==> src/rtl/hall_comm_pkg.sv <==
package hall_comm_pkg;
  localparam int unsigned PHASES = 3;

  typedef enum logic [1:0] {
    MODE_RUN     = 2'd0,
    MODE_COAST   = 2'd1,
    MODE_REVERSE = 2'd2
  } drive_mode_e;
endpackage

==> src/rtl/hall_sector_decode.sv <==
module hall_sector_decode
  import hall_comm_pkg::*;
(
  input  logic [PHASES-1:0] hall_i,
  output logic [PHASES-1:0] hi_o,
  output logic [PHASES-1:0] lo_o
);
  // bit n of hall_i is sensor n+1; bit n of hi_o/lo_o is phase n+1
  always_comb begin
    hi_o = '0;
    lo_o = '0;
    unique case (hall_i)
      3'b101: begin hi_o = 3'b010; lo_o = 3'b001; end
      3'b001: begin hi_o = 3'b100; lo_o = 3'b001; end
      3'b011: begin hi_o = 3'b100; lo_o = 3'b010; end
      3'b010: begin hi_o = 3'b001; lo_o = 3'b010; end
      3'b110: begin hi_o = 3'b001; lo_o = 3'b100; end
      3'b100: begin hi_o = 3'b010; lo_o = 3'b100; end
      default: begin hi_o = '0; lo_o = '0; end
    endcase
  end
endmodule

==> src/rtl/drive_mode_select.sv <==
module drive_mode_select
  import hall_comm_pkg::*;
(
  input  logic        stop_i,
  input  logic        brake_free_i,
  output drive_mode_e mode_o
);
  always_comb begin
    if (!stop_i)           mode_o = MODE_RUN;
    else if (brake_free_i) mode_o = MODE_COAST;
    else                   mode_o = MODE_REVERSE;
  end
endmodule

==> src/rtl/phase_gate.sv <==
module phase_gate
  import hall_comm_pkg::*;
(
  input  logic        hi_i,
  input  logic        lo_i,
  input  drive_mode_e mode_i,
  input  logic        pwm_i,
  input  logic        disable_i,
  output logic        hs_o,
  output logic        ls_o
);
  logic hs_sel, ls_sel;

  always_comb begin
    unique case (mode_i)
      MODE_RUN:     begin hs_sel = hi_i; ls_sel = lo_i; end
      MODE_REVERSE: begin hs_sel = lo_i; ls_sel = hi_i; end
      default:      begin hs_sel = 1'b0; ls_sel = 1'b0; end
    endcase
  end

  // chop only the low side; high side conducts for the full interval
  assign hs_o = hs_sel;
  assign ls_o = ls_sel & pwm_i & ~disable_i;
endmodule

==> src/rtl/hall_commutator.sv <==
module hall_commutator
  import hall_comm_pkg::*;
(
  input  logic              clk_i,
  input  logic              rst_ni,
  input  logic [PHASES-1:0] hall_i,
  input  logic              pwm_i,
  input  logic              stop_i,
  input  logic              brake_free_i,
  input  logic              disable_i,
  output logic [PHASES-1:0] hs_en_o,
  output logic [PHASES-1:0] ls_en_o
);
  logic [PHASES-1:0] hi_asg, lo_asg;
  logic [PHASES-1:0] hs_next, ls_next;
  drive_mode_e       mode;

  hall_sector_decode u_decode (
    .hall_i (hall_i),
    .hi_o   (hi_asg),
    .lo_o   (lo_asg)
  );

  drive_mode_select u_mode (
    .stop_i       (stop_i),
    .brake_free_i (brake_free_i),
    .mode_o       (mode)
  );

  for (genvar g = 0; g < PHASES; g++) begin : g_phase
    phase_gate u_gate (
      .hi_i      (hi_asg[g]),
      .lo_i      (lo_asg[g]),
      .mode_i    (mode),
      .pwm_i     (pwm_i),
      .disable_i (disable_i),
      .hs_o      (hs_next[g]),
      .ls_o      (ls_next[g])
    );

    p_no_shoot_r9: assert property (@(posedge clk_i) disable iff (!rst_ni)
      !(hs_en_o[g] && ls_en_o[g]));
  end

  always_ff @(posedge clk_i or negedge rst_ni) begin
    if (!rst_ni) begin
      hs_en_o <= '0;
      ls_en_o <= '0;
    end else begin
      hs_en_o <= hs_next;
      ls_en_o <= ls_next;
    end
  end

  p_illegal_off_r3: assert property (@(posedge clk_i) disable iff (!rst_ni)
    (hall_i == 3'b000 || hall_i == 3'b111) |=> (hs_en_o == '0 && ls_en_o == '0));

  p_pwm_gate_r4: assert property (@(posedge clk_i) disable iff (!rst_ni)
    !pwm_i |=> (ls_en_o == '0));

  p_free_off_r6: assert property (@(posedge clk_i) disable iff (!rst_ni)
    (stop_i && brake_free_i) |=> (hs_en_o == '0 && ls_en_o == '0));

  p_dis_ls_off_r8: assert property (@(posedge clk_i) disable iff (!rst_ni)
    disable_i |=> (ls_en_o == '0));

  p_one_high_r2: assert property (@(posedge clk_i) disable iff (!rst_ni)
    $onehot0(hs_en_o) && $onehot0(ls_en_o));
endmodule

==> config.mk <==
export PLATFORM = sky130hd
export DESIGN_NAME = hall_commutator
export DESIGN_NICKNAME = d
export VERILOG_FILES = /design/src/rtl/hall_comm_pkg.sv /design/src/rtl/hall_sector_decode.sv /design/src/rtl/drive_mode_select.sv /design/src/rtl/phase_gate.sv /design/src/rtl/hall_commutator.sv
export SDC_FILE = /design/constraint.sdc
export NUM_CORES = 1
export LEC_CHECK = 0
export BUFFER_PORTS_ARGS = -buffer_cell sky130_fd_sc_hd__buf_4
export CORE_AREA = 2 2 39 41
export DETAILED_ROUTE_END_ITERATION = 8
export DIE_AREA = 0 0 41 43
export GPL_TIMING_DRIVEN = 1
export PLACE_DENSITY_LB_ADDON = 0.05
export SLEW_MARGIN = 30
export SYNTH_ARGS = -nofsm -noshare
export SYNTH_HDL_FRONTEND = slang
export SYNTH_SLANG_ARGS = --single-unit
==> constraint.sdc <==
create_clock -name clk_i -period 1.5 [get_ports clk_i]
set_clock_uncertainty 0.15 [all_clocks]
set_input_delay 0.15 -clock clk_i [delete_from_list [all_inputs] [get_ports clk_i]]
set_output_delay 0.15 -clock clk_i [all_outputs]
set_load 0.01 [all_outputs]
---- Yosys cells after proc, flatten, opt, wreduce, memory -nomap -nowiden ----
Index checks and enable logic that the tools add are counted.
cells by class
  multiplexer cells ....................... 10
  reduce and logical (&&, ||, !) cells .... 7
  bitwise gates (word level) .............. 7
  equality and inequality tests ........... 7
operator list
  operator            count
  $pmux 3 s3          2
  $pmux 1 s2          6
  $reduce_or 2->1     6
  $eq 3x3->1 const B  3
  $and 1x1->1         6
  $eq 3x2->1 const B  2
  $mux 2              2
  $eq 3x1->1 const B  1
  $eq 2x2->1 const B  1
  $logic_not 2->1     1
  $not 1->1           1
word-level totals
  bits in registers ....................... 6
  bits of input ports ..................... 9

---- Logic depth before layout (Yosys ltp) ----
  depth after elaboration ................. 6
  gate-level depth with buffers ........... 3
  mapped depth without buffers ............ 2

---- By module ----
From an unflattened synthesis, not the netlist that was laid out.
second synthesis, totals
  cells, all modules ...................... 26
  area total of the unflattened synthesis .. 330.3 µm²
by module, submodules not included
  module              instances  cells an instance  area an instance (µm²)
  hall_commutator     1          6                  150.1
  phase_gate          3          4                  38.8
  hall_sector_decode  1          6                  47.5
  drive_mode_select   1          2                  16.3

---- Worst setup path after synthesis ----
Ideal clock, no wire load.
  path type ............................... input port to flip-flop
  start point ............................. in stop_i
  end point ............................... reg ls_en_o[0]
  cell stages on the path ................. 3
  data required time ...................... 1273 ps
  arrival time ............................ 719 ps
  path slack .............................. 554 ps
  setup time .............................. 77 ps
  path through ............................ buf_6 > or3b_1 > a21oi_1
on the way
  word-level cells in the longest chain between the ends .. 5
  elaborated cells between the ends (all ways) .. 6
  those cells by class .................... eq/ne (1); mux (2); bitwise (2); reduce/logical (1)
RTL lines
  item                                           RTL line                source
  start, declared                                hall_commutator.sv:8    input logic stop_i,
  $mux 2 (*)                                     drive_mode_select.sv:9  if (!stop_i) mode_o = MODE_RUN;
  $eq 2x2->1 or $logic_not 2->1 (tied branches)  phase_gate.sv:15        unique case (mode_i)
  $pmux 1 s2 (*)                                 phase_gate.sv:15
  $and 1x1->1 (*) (2 in a row)                   phase_gate.sv:24        assign ls_o = ls_sel & pwm_i & ~disable_i;
  via g_phase[0].u_gate.ls_o                     phase_gate.sv:10        output logic ls_o
  end signal, assigned                           hall_commutator.sv:51   ls_en_o <= ls_next;
  end, declared                                  hall_commutator.sv:12   output logic [PHASES-1:0] ls_en_o
The timed path passes the listed nets; every way through them passes the cells marked *.

---- Final worst setup path ----
  start point ............................. reg ls_en_o[1]
  end point ............................... out ls_en_o[1]
No word-level cell between the ends.

==> results.cfg <==
[layout]
num_antenna_cells = 0
drive_above_1_share_pct = 39.5
area_growth_pct = 47.4
n_fill_cell = 141
mostFrequentLayoutCells = 14 x buf_4, 6 x dfrtp_1, 5 x nand4bb_1
finalNetCount = 54
multi_input_area_sq_um = 148
layout_commonest_cell = buf_4
seqCellArea_sq_um = 150

[timing]
final_hold_viol_count = 0
setup_violations = 0
fin_crit_sh_pct = 68.7
grt_setup_unrepaired = false
tightest_slew_ns = 0.226
tns_ns = 0
min_period_ns = 1.03
fmax_ghz = 0.970
maxSlewViolCount = 0
maxSlewHeadroom_pct = 84.7
finalHoldWorstSlack_ns = 0.0308

[setup_path]
crit_buf_inv = 1
crit_arrival_ns = 0.73
end_kind = primary output
path_max_fanout = 1
cp-start-kind = flip-flop
path_cells = buf_4
slowest_stage = dfrtp_1
setup.worst_path.class = flip-flop to primary output
cp.required_ns = 1.20
cp_slowest_stage_delay_ns = 0.36
path_delay_family = flip-flops

[detailed_routing]
vias = 258
antenna_left = 0
drtIter0Drc = 3
post_drt_wl_per_cell_um = 10.2
route.detailed.drc = 0
drtPass1Iterations = 2
wl_um = 602
vias_per_cell = 4.37

[power_and_ir_drop]
p_per_area_mw_per_mm2 = 822
leakage_nw = 0.215
ir_drop_mv = 0.166

[cts]
numCtsBuffers = 3
cts.clk_slew.worst_paths_ns = 0.04
cts_tree = yes
clock_path_buffers = 2
clockRootBuffer = clkbuf_4
clock-sinks = 6
cts_max_level = 1

[die]
ios = 15
die_w_um = 41
dieArea_sq_mm = 0.00176
start_util_pct = 22.3
rows = 14
core_area_sq_mm = 0.00138
die_height_um = 43

[logic_synthesis]
ys_seq_area_share_pct = 48.6
syn_inst = 26
ys_seq_elements = 6
synthesis.area_sq_um = 309
yosys_warnings = 0
synth_cell_type_count = 10
synth_fp_nets = 35
syn_area_per_cell_sq_um = 11.9

[outcome]
status = finished, final reports clean

[global_routing]
grt-ovfl-total = 0
grt_use_total_pct = 8.36
grt_pass1_vias = 223
antenna_found_initial = 0
grt_max_degree = 13
grt_pass1_wl_um = 938

[placement]
dp_hpwl_um = 488
port_buffers = 14
gp_routability_congestion = 0.661

[flow_run]
maxCapViolCount = 0

[hold_path]
min_path_type = input pin to flip-flop
==> timing repair <==
item / CTS / global route
endpoints found under the hold margin: 6 / 0
buffers inserted: 0 / 0
resized for setup: 0 / 0
hold buffers: 1 / 0
==> final cells by class <==
| class | instances | share of cell area (%) |
|---|---|---|
| repair buffers | 15 | 25.3 |
| well taps | 16 | 4.40 |
| clock buffers | 3 | 4.95 |
| multi-input cells | 19 | 32.4 |
| flip-flops and latches | 6 | 33.0 |
==> kinds of logic (layout without fill, tap and decap cells) <==
kind of cell,Yosys count,after routing,synth area share [%]
AOI/OAI and AO/OA,6,6,10.5
DFF,6,6,48.6
and+or+nand+nor,13,13,37.2
buffers and inverters,1,18,3.64
==> through the flow <==
| stage | util (%) | cells | worst slack (ns) | instance area (sq um) | total power [mW] |
|---|---|---|---|---|---|
| 4_1_cts | 32.9 | 59 | 0.452 | 455 | 0.384 |
| 2_1_floorplan | - | 26 | 0.554 | 309 | 0.199 |
| 6_report | 32.9 | 59 | 0.469 | 455 | 0.374 |
| 3_3_place_gp | 30.6 | 55 | 0.450 | 423 | 0.234 |
| 5_1_grt | 32.9 | 59 | 0.431 | 455 | 0.399 |
| 3_5_place_dp | 30.6 | 55 | 0.447 | 423 | 0.235 |
==> metal layers <==
layer	wire (um)	share of wire [%]	global-route usage [%]
met1	261	43	10.1
met4	0	0	10.0
met3	73	12	1.57
met2	267	44	10.6
met5	0	0	0
==> cell usage after synthesis <==
library cell  count  area (sq um)
dfrtp_1           6           150
nand4bb_1         5          56.3
a21oi_1           3          15.0
nand2b_1          3          18.8
or3b_1            3          26.3
o21ai_0           2          10.0
a21o_1            1          7.51
buf_6             1          11.3
nor2_1            1          3.75
nor4bb_1          1          10.0
==> where the power goes <==
part           leakage (nW)  total (mW)  switching (mW)  internal, mW
combinational         0.120      0.0636          0.0271        0.0364
clock                0.0138       0.140          0.0501        0.0899
sequential           0.0810       0.171         0.00162         0.169
==> worst paths after layout <==
kind | start | end | slack (ns) | cells past startpoint
worst max-delay path | ls_en_o[1]$_DFF_PN0_ | ls_en_o[1] | 0.47 | 1
worst min-delay path | hall_i[2] | hs_en_o[1]$_DFF_PN0_ | 0.03 | 2
max in group asynchronous | rst_ni | hs_en_o[0]$_DFF_PN0_ | 0.98 | 2
min in group asynchronous | rst_ni | ls_en_o[0]$_DFF_PN0_ | 0.11 | 2
==> flip-flops by register name, summed over array words and instances, names as in the netlist <==
register,count
ls_en_o,3
hs_en_o,3
No activity file was read; power rests on OpenSTA's default activity.
